[src/rtl/sgw_pkg.sv]
package sgw_pkg;
    localparam int unsigned WORD_W = 32;
    localparam int unsigned DESC_BYTES = 8;
    localparam int unsigned ADR_WORD_OFS = 4;

    typedef enum logic [2:0] {
        ST_IDLE,
        ST_LEN_REQ,
        ST_LEN_WAIT,
        ST_ADR_REQ,
        ST_ADR_WAIT,
        ST_EMIT,
        ST_DONE
    } walk_st_e;
endpackage

[src/rtl/sgw_word_decode.sv]
module sgw_word_decode #(
    parameter int unsigned ADDR_W   = 32,
    parameter int unsigned LEN_W    = 28,
    parameter int unsigned MARK_BIT = 31,
    parameter int unsigned KEEP_W   = 31
) (
    input  logic [sgw_pkg::WORD_W-1:0] len_word_i,
    input  logic [sgw_pkg::WORD_W-1:0] adr_word_i,
    output logic [LEN_W-1:0]           len_o,
    output logic [ADDR_W-1:0]          addr_o,
    output logic                       marker_o
);
    always_comb begin
        len_o    = len_word_i[LEN_W-1:0];
        addr_o   = ADDR_W'(adr_word_i[KEEP_W-1:0]);
        marker_o = len_word_i[MARK_BIT];
    end
endmodule

[src/rtl/sgw_desc_slot.sv]
module sgw_desc_slot (
    input  logic                       clk,
    input  logic                       rst_n,
    input  logic                       cap_len_i,
    input  logic                       cap_adr_i,
    input  logic [sgw_pkg::WORD_W-1:0] word_i,
    output logic [sgw_pkg::WORD_W-1:0] len_word_o,
    output logic [sgw_pkg::WORD_W-1:0] adr_word_o
);
    typedef struct packed {
        logic [sgw_pkg::WORD_W-1:0] len_word;
        logic [sgw_pkg::WORD_W-1:0] adr_word;
    } slot_t;

    slot_t slot_d, slot_q;

    always_comb begin
        slot_d = slot_q;
        if (cap_len_i) slot_d.len_word = word_i;
        if (cap_adr_i) slot_d.adr_word = word_i;
    end

    always_ff @(posedge clk) begin
        if (!rst_n) slot_q <= '0;
        else        slot_q <= slot_d;
    end

    assign len_word_o = slot_q.len_word;
    assign adr_word_o = slot_q.adr_word;
endmodule

[src/rtl/sgw_walk_ctrl.sv]
module sgw_walk_ctrl #(
    parameter int unsigned ADDR_W      = 32,
    parameter int unsigned MAX_ENTRIES = 16,
    localparam int unsigned CNT_W      = $clog2(MAX_ENTRIES + 1)
) (
    input  logic              clk,
    input  logic              rst_n,
    input  logic              start_i,
    input  logic [ADDR_W-1:0] base_i,
    input  logic              req_ready_i,
    input  logic              rsp_valid_i,
    input  logic              out_ready_i,
    input  logic              rec_marker_i,
    output logic              req_valid_o,
    output logic [ADDR_W-1:0] req_addr_o,
    output logic              cap_len_o,
    output logic              cap_adr_o,
    output logic              out_valid_o,
    output logic              at_limit_o,
    output logic              busy_o,
    output logic              done_o,
    output logic              err_o,
    output logic [CNT_W-1:0]  count_o
);
    import sgw_pkg::*;

    localparam logic [CNT_W-1:0] LIMIT = CNT_W'(MAX_ENTRIES);
    localparam int unsigned      SHIFT = $clog2(DESC_BYTES);

    typedef struct packed {
        walk_st_e          st;
        logic [ADDR_W-1:0] base;
        logic [CNT_W-1:0]  count;
        logic              err;
    } ctrl_t;

    ctrl_t ctl_d, ctl_q;
    logic  final_rec;

    always_comb begin
        final_rec = rec_marker_i || (ctl_q.count + CNT_W'(1) == LIMIT);
        ctl_d     = ctl_q;
        case (ctl_q.st)
            ST_IDLE: begin
                if (start_i) begin
                    ctl_d.st    = ST_LEN_REQ;
                    ctl_d.base  = base_i;
                    ctl_d.count = '0;
                    ctl_d.err   = 1'b0;
                end
            end
            ST_LEN_REQ:  if (req_ready_i) ctl_d.st = ST_LEN_WAIT;
            ST_LEN_WAIT: if (rsp_valid_i) ctl_d.st = ST_ADR_REQ;
            ST_ADR_REQ:  if (req_ready_i) ctl_d.st = ST_ADR_WAIT;
            ST_ADR_WAIT: if (rsp_valid_i) ctl_d.st = ST_EMIT;
            ST_EMIT: begin
                if (out_ready_i) begin
                    ctl_d.count = ctl_q.count + CNT_W'(1);
                    if (final_rec) begin
                        ctl_d.st  = ST_DONE;
                        ctl_d.err = !rec_marker_i;
                    end else begin
                        ctl_d.st = ST_LEN_REQ;
                    end
                end
            end
            ST_DONE: ctl_d.st = ST_IDLE;
            default: ctl_d.st = ST_IDLE;
        endcase
    end

    always_ff @(posedge clk) begin
        if (!rst_n) ctl_q <= '{st: ST_IDLE, base: '0, count: '0, err: 1'b0};
        else        ctl_q <= ctl_d;
    end

    always_comb begin
        req_valid_o = (ctl_q.st == ST_LEN_REQ) || (ctl_q.st == ST_ADR_REQ);
        req_addr_o  = ctl_q.base + (ADDR_W'(ctl_q.count) << SHIFT)
                    + ((ctl_q.st == ST_ADR_REQ) ? ADDR_W'(ADR_WORD_OFS) : '0);
        cap_len_o   = (ctl_q.st == ST_LEN_WAIT) && rsp_valid_i;
        cap_adr_o   = (ctl_q.st == ST_ADR_WAIT) && rsp_valid_i;
        out_valid_o = (ctl_q.st == ST_EMIT);
        at_limit_o  = (ctl_q.count + CNT_W'(1) == LIMIT);
        busy_o      = (ctl_q.st != ST_IDLE);
        done_o      = (ctl_q.st == ST_DONE);
        err_o       = ctl_q.err;
        count_o     = ctl_q.count;
    end
endmodule

[src/rtl/sg_list_walker.sv]
module sg_list_walker #(
    parameter int unsigned ADDR_W      = 32,
    parameter int unsigned LEN_W       = 28,
    parameter int unsigned MAX_ENTRIES = 16,
    localparam int unsigned CNT_W      = $clog2(MAX_ENTRIES + 1)
) (
    input  logic                       clk,
    input  logic                       rst_n,
    input  logic                       start_i,
    input  logic [ADDR_W-1:0]          base_addr_i,
    output logic                       busy_o,
    output logic                       done_o,
    output logic                       err_o,
    output logic [CNT_W-1:0]           count_o,
    output logic                       rd_req_valid_o,
    input  logic                       rd_req_ready_i,
    output logic [ADDR_W-1:0]          rd_req_addr_o,
    input  logic                       rd_rsp_valid_i,
    input  logic [sgw_pkg::WORD_W-1:0] rd_rsp_data_i,
    output logic                       desc_valid_o,
    input  logic                       desc_ready_i,
    output logic [ADDR_W-1:0]          desc_addr_o,
    output logic [LEN_W-1:0]           desc_len_o,
    output logic                       desc_last_o
);
    localparam int unsigned MARK_BIT = sgw_pkg::WORD_W - 1;
    localparam int unsigned KEEP_W   = sgw_pkg::WORD_W - 1;

    logic                       cap_len, cap_adr, at_limit, marker;
    logic [sgw_pkg::WORD_W-1:0] len_word, adr_word;

    sgw_walk_ctrl #(.ADDR_W(ADDR_W), .MAX_ENTRIES(MAX_ENTRIES)) u_ctrl (
        .clk          (clk),
        .rst_n        (rst_n),
        .start_i      (start_i),
        .base_i       (base_addr_i),
        .req_ready_i  (rd_req_ready_i),
        .rsp_valid_i  (rd_rsp_valid_i),
        .out_ready_i  (desc_ready_i),
        .rec_marker_i (marker),
        .req_valid_o  (rd_req_valid_o),
        .req_addr_o   (rd_req_addr_o),
        .cap_len_o    (cap_len),
        .cap_adr_o    (cap_adr),
        .out_valid_o  (desc_valid_o),
        .at_limit_o   (at_limit),
        .busy_o       (busy_o),
        .done_o       (done_o),
        .err_o        (err_o),
        .count_o      (count_o)
    );

    sgw_desc_slot u_slot (
        .clk        (clk),
        .rst_n      (rst_n),
        .cap_len_i  (cap_len),
        .cap_adr_i  (cap_adr),
        .word_i     (rd_rsp_data_i),
        .len_word_o (len_word),
        .adr_word_o (adr_word)
    );

    sgw_word_decode #(
        .ADDR_W(ADDR_W), .LEN_W(LEN_W), .MARK_BIT(MARK_BIT), .KEEP_W(KEEP_W)
    ) u_dec (
        .len_word_i (len_word),
        .adr_word_i (adr_word),
        .len_o      (desc_len_o),
        .addr_o     (desc_addr_o),
        .marker_o   (marker)
    );

    assign desc_last_o = marker || at_limit;
endmodule

[config.mk]
export PLATFORM = sky130hd
export DESIGN_NAME = sg_list_walker
export DESIGN_NICKNAME = d
export VERILOG_FILES = /design/src/rtl/sgw_pkg.sv /design/src/rtl/sgw_word_decode.sv /design/src/rtl/sgw_desc_slot.sv /design/src/rtl/sgw_walk_ctrl.sv /design/src/rtl/sg_list_walker.sv
export SDC_FILE = /design/constraint.sdc
export NUM_CORES = 1
export LEC_CHECK = 0
export BUFFER_PORTS_ARGS = -buffer_cell sky130_fd_sc_hd__buf_2
export CAP_MARGIN = 15
export CORE_MARGIN = 2
export CORE_UTILIZATION = 45
export CTS_CLUSTER_DIAMETER = 50
export DETAILED_ROUTE_END_ITERATION = 10
export PLACE_DENSITY = 0.73
export SETUP_SLACK_MARGIN = 0.1
export SLEW_MARGIN = 25
export SYNTH_ARGS = -nofsm -noshare
export SYNTH_HDL_FRONTEND = slang
export SYNTH_SLANG_ARGS = --single-unit
export TNS_END_PERCENT = 10
[constraint.sdc]
create_clock -name clk -period 2.65 [get_ports clk]
set_input_delay 0.1325 -clock clk [delete_from_list [all_inputs] [get_ports clk]]
set_output_delay 0.1325 -clock clk [all_outputs]
set_load 0.005 [all_outputs]
* Yosys cells after proc, flatten, opt, wreduce, memory -nomap -nowiden
Index checks and enable logic that the tools add are counted.
** Storage, ports and cells
- Register bits after elaboration :: 104
- Input port bits :: 70
- Output and inout bits :: 103
- Word-level logic and storage cells :: 47
** Cells by class
- Add/subtract/negate cells :: 3
- Equal/unequal tests :: 14
- Multiplexer cells :: 12
- Reductions and logical operators :: 12
** Operators with widths (count)
- $mux 41 :: 1
- $add 32x32->32 :: 1
- $add 32x8->32 :: 1
- $mux 3 :: 7
- $pmux 3 s6 :: 1
- $pmux 6 s2 :: 1
- $ne 2x2->1 const B :: 5
- $eq 3x3->1 const B :: 3
- $eq 3x2->1 const B :: 2
- $mux 6 :: 1
- $reduce_and 6->1 :: 1
- $add 5x1->5 const B :: 1
- $eq 5x5->1 const B :: 1
- $ne 2x1->1 const B :: 2
- $reduce_and 4->1 :: 1
- $eq 3x1->1 const B :: 1
- $logic_not 3->1 :: 1
- $reduce_and 3->1 :: 1
- $reduce_bool 3->1 :: 1
- $logic_and 1x1->1 :: 2
- $logic_or 1x1->1 :: 2
- $reduce_and 2->1 :: 1
- $reduce_bool 2->1 :: 1
- $logic_not 1->1 :: 1
- $mux 1 :: 1

* Longest topological paths before layout
- Depth in word-level cells :: 6
- Mapped depth :: 11
- Mapped depth without buffers :: 9

* Cells and area by module
Synthesis repeated with hierarchy kept, for this count alone.
** Unflattened totals
- Cell total of the unflattened synthesis :: 616
- Area total of the unflattened synthesis :: 5659.2 um2
** Modules (own cells, without submodules)
- sgw_walk_ctrl :: times used 1, cells each 346, area each 2698.8 um2, sequential area each 820.8 um2
- sgw_desc_slot :: times used 1, cells each 207, area each 2492.4 um2, sequential area each 1281.2 um2
- sgw_word_decode :: times used 1, cells each 62, area each 461.7 um2, sequential area each 0.0 um2
- sg_list_walker :: times used 1, cells each 1, area each 6.3 um2, sequential area each 0.0 um2

* Least setup slack after synthesis
No wires, ideal clock.
- Path type :: reg2out
- From :: register u_ctrl.ctl_q[38] (netlist bit)
- To :: output rd_req_addr_o[24]
- Arrival :: 2487 ps
- Data required time :: 2518 ps
- Slack :: 30 ps
- Stages on the path, launching flop included :: 12
- Path buffers :: 2
- Cell sequence :: dfxtp_1 -> buf_2 -> nor2b_1 -> and2_1 -> ha_1 -> inv_1 -> fa_1 -> nor2b_1 -> o2111ai_1 -> clkbuf_1 -> a211oi_1 -> xor2_1
** On the way
- Longest elaborated chain between the ends :: 3
** RTL lines
- start, declared :: line sgw_walk_ctrl.sv:37 : ctrl_t ctl_d, ctl_q;
- start signal, assigned :: line sgw_walk_ctrl.sv:73 : if (!rst_n) ctl_q <= '{st: ST_IDLE, base: '0, count: '0, err: 1'b0};
- start signal, assigned :: line sgw_walk_ctrl.sv:74 : else ctl_q <= ctl_d;
- $eq 3x2->1 :: line sgw_walk_ctrl.sv:80 : + ((ctl_q.st == ST_ADR_REQ) ? ADDR_W'(ADR_WORD_OFS) : '0);
- $mux 3 :: line sgw_walk_ctrl.sv:80
- $add 32x32->32 :: line sgw_walk_ctrl.sv:80
- end, declared :: line sg_list_walker.sv:17 : output logic [ADDR_W-1:0] rd_req_addr_o,
No other way between the ends.

* Worst setup path in the final report
- From :: register u_ctrl.ctl_q[38] (netlist bit)
- To :: output rd_req_addr_o[30]
Same word-level chain as after synthesis.

==> results.md <==
- Initial antenna violation count: 0
- Post-synth EDFFs: 0
- Fill cells: 955
- Clk_skew: 14.0 ps
- Clock tree buffer depth: 2
- Most frequent cells after synthesis: 195 x nand2_1, 101 x dfxtp_1, 61 x a21boi_0
- GR Overflow Total: 0
- CP max stage cell: fa_2
- Peak supply drop: 0.000295 V
- Synth cell types: 50
- Final setup fails: 2
- Final wirelength: 13.5 mm
- Setup crit start: u_ctrl.ctl_q[38]$_SDFFE_PN0P_
- Antenna Nets Post-Route: 0
- Power density over the cells: 483 mW/mm^2
- Ys async rst share: 0
- Net count after synthesis: 683
- Status: finished with violations
- Post-synthesis xor/xnor area fraction: 0.0516
- Vias in the first global route: 4606
- Post-route cell area: 0.00662 mm^2
- Post-synthesis sequential area ratio: 0.411
- Met3 wire length: 1.09 mm
- Setup TNS: -39.3 ps
- Post-Syn Instances: 605
- Warnings from Yosys: 0
- Area leader, netlist: dfxtp_1
- Htree depth: 3
- Root Driver: clkbuf_8
- Final hold viol count: 0
- Io pins: 173
- Cell mode on critical path: nor2b_4
- Mux cell area share after synthesis: 0.00610
- CP top delay family: adder cells
- Final Max Tran Viols: 0
- Metal-1 WL: 5.81 mm
- Synth Area in Simple Gates: 0.251
- Initial DRC count: 294
- Area grow syn2layout: 34.4%
- Worst stage delay on the critical path: 360 ps
- Final nets: 874
- DR vias/cell: 5.09
- Mean Syn Cell Area: 8.14 um^2
- Fmax: 0.372 GHz
- Worst setup SP type: flop
- RSZ-0062 raised after global routing: true
- Antenna diode count: 0
- Failing checks: negative setup slack
- Crit. End Element: output pin
- Area of the multi-input gates: 0.00273 mm^2
- Num rows: 38
- Crit Path Max Fanout: 6
- Die ar.: 0.0118 mm^2
- Post-synthesis compound-gate area fraction: 0.204
- Tmin final: 2690 ps
- Worst-margin pin slew: 692 ps
- Final GP Congestion: 0.959
- Clk slew on worst S/H paths: 100 ps
- Wire per inst: 14.3 um
- Cts bufs inserted: 9
- Tcrit/Tclk final: 1.01
- Sequential cell area: 0.00203 mm^2
- Syn Std Cell Area: 0.00492 mm^2
- Share of cells above drive strength 1: 0.290
- Class of the worst hold path: in2reg
- First-pass DRT Iterations: 4
- Die Wd: 109 um
- Synth area leaders: dfxtp_1 41%, nand2_1 15%, a21boi_0 9.3%
- Post-synth top flop: dfxtp_1
- Initial Util: 0.458
- Count leader, synth: nand2_1
- Port bufs: 171
- Placed wire-length estimate: 9.04 mm
- Final worst slack: -37.1 ps
- CP Class: reg2out
- Post-synthesis adder-cell area fraction: 0.0219
- Core area: 0.0107 mm^2
- Worst-Skew Late Latency: 370 ps
- Min-delay src: base_addr_i[4]
- GRT Util Overall: 0.227
- Final Core Density: 0.616
- Residual DRC: 0
- Clock sinks: 101
- Met2 wire len: 6.39 mm
- Dpl cell area: 0.00583 mm^2
- Yosys reg bits: 101
- Via count: 4786
- Top-area cell type share of the netlist area: 0.411
- Worst path buffer plus inverter count: 3
- Slew Limit Headroom: 0.538
- Largest net degree at the start of global routing: 61
- Leak: 0.00289 uW
- R2r startpoint: u_ctrl.ctl_q[40]$_SDFFE_PN0P_
- Die height: 109 um
- Worst-path cell chain: nor2b_4, and2_4, ha_4, inv_2, fa_2, nor2b_4, o2111ai_4, buf_6, a2111oi_4, xor2_1, buf_2
- Total power: 3200 uW
- Largest family of logic cells by synthesized area: simple AND/OR/NAND/NOR gates
- CP arrival: 2550 ps
- Crit path required time: 2520 ps
- First-pass GRT wire length: 21.3 mm
- Top Metal Used: met4
- CTS tree: yes
- Maxcap violations: 0
registers in the layout (all words and copies together) (netlist names):
name and count:
u_slot.adr_word_o 31, u_ctrl.count_o 5, u_ctrl.err_o 1, u_slot.len_word_o 29, u_ctrl.ctl_q 35
tightest hold or removal path, cell delays in order:
cell,delay [ps]
buf_2,100
nand2_1,40
a21boi_0,70
worst paths after layout:
path / endpoint / slack, ps / cells past startpoint
max: rd_req_addr_o[30] / -40 / 11
min: u_ctrl.ctl_q[10]$_SDFFE_PN0P_ / 20 / 3
max reg2reg: u_slot.adr_word_o[29]$_SDFFE_PN0P_ / 750 / 6
min reg2reg: u_slot.adr_word_o[19]$_SDFFE_PN0P_ / 460 / 2
routing by layer:
metal | up-vias | GRT usage
met4 | 0 | 0.0888
met5 | - | 0
li1 | 2398 | -
met3 | 14 | 0.0627
met1 | 2200 | 0.271
met2 | 174 | 0.385
cells in the final DEF, fill, tap and decap left out, drive strengths merged, types with 3 or more instances in the layout:
| master | n |
|---|---|
| nand2 | 195 |
| buf | 191 |
| dfxtp | 101 |
| a21boi | 93 |
| dlygate4sd3 | 39 |
| nand3 | 16 |
| xor2 | 16 |
| xnor2 | 13 |
| a21oi | 13 |
| clkbuf | 10 |
| nand4 | 10 |
| inv | 10 |
| o21ai | 8 |
| a211oi | 7 |
| nor2b | 7 |
| ha | 7 |
| and2 | 6 |
| nor2 | 6 |
| and3 | 5 |
| and4 | 4 |
| nor4b | 4 |
| o21a | 3 |
| nand2b | 3 |
| nand3b | 3 |
| mux2i | 3 |
power by group:
group | total, uW | leakage, uW | internal, uW | switching, uW
combinational | 450 | 0.00195 | 229 | 221
sequential | 1630 | 0.000821 | 1570 | 59.0
clock | 1120 | 0.000113 | 566 | 549
logic make-up (layout without fill, tap and decap cells):
| family | Yosys count | in the layout |
|---|---|---|
| buf+inv | 58 | 254 |
| xor+xnor | 29 | 29 |
| simple gates | 269 | 269 |
| other cells | 1 | 1 |
| flops | 101 | 101 |
| mux | 3 | 3 |
| fa+ha+maj | 8 | 8 |
| compound gates | 136 | 136 |
layout make-up:
cell class,instances,area share
well taps,140,0.0265
clock buffers,10,0.0208
repair buffers,230,0.215
multi-input cells,446,0.413
inverters,8,0.00454
clock inverters,6,0.0142
flip-flops and latches,101,0.306
metrics by stage:
| stage | setup WS (ps) | instances | hold WS, ps |
|---|---|---|---|
| after CTS | -139 | 937 | 0.000111 |
| after detailed placement | 154 | 877 | 389 |
| after global placement | 201 | 877 | 381 |
| after global routing | -212 | 941 | 4.29 |
| final | -37.1 | 941 | 19.6 |
| after floorplan | 115 | 605 | 263 |
what timing repair did:
action,CTS,global route
setup buffers,4,5
hold endpoints to repair,45,0
resized for setup,16,7
endpoints found under the setup margin,22,24
hold buffers,39,0
cloned,1,0
pin swaps,6,8
Power figures use the tool's default switching activity.
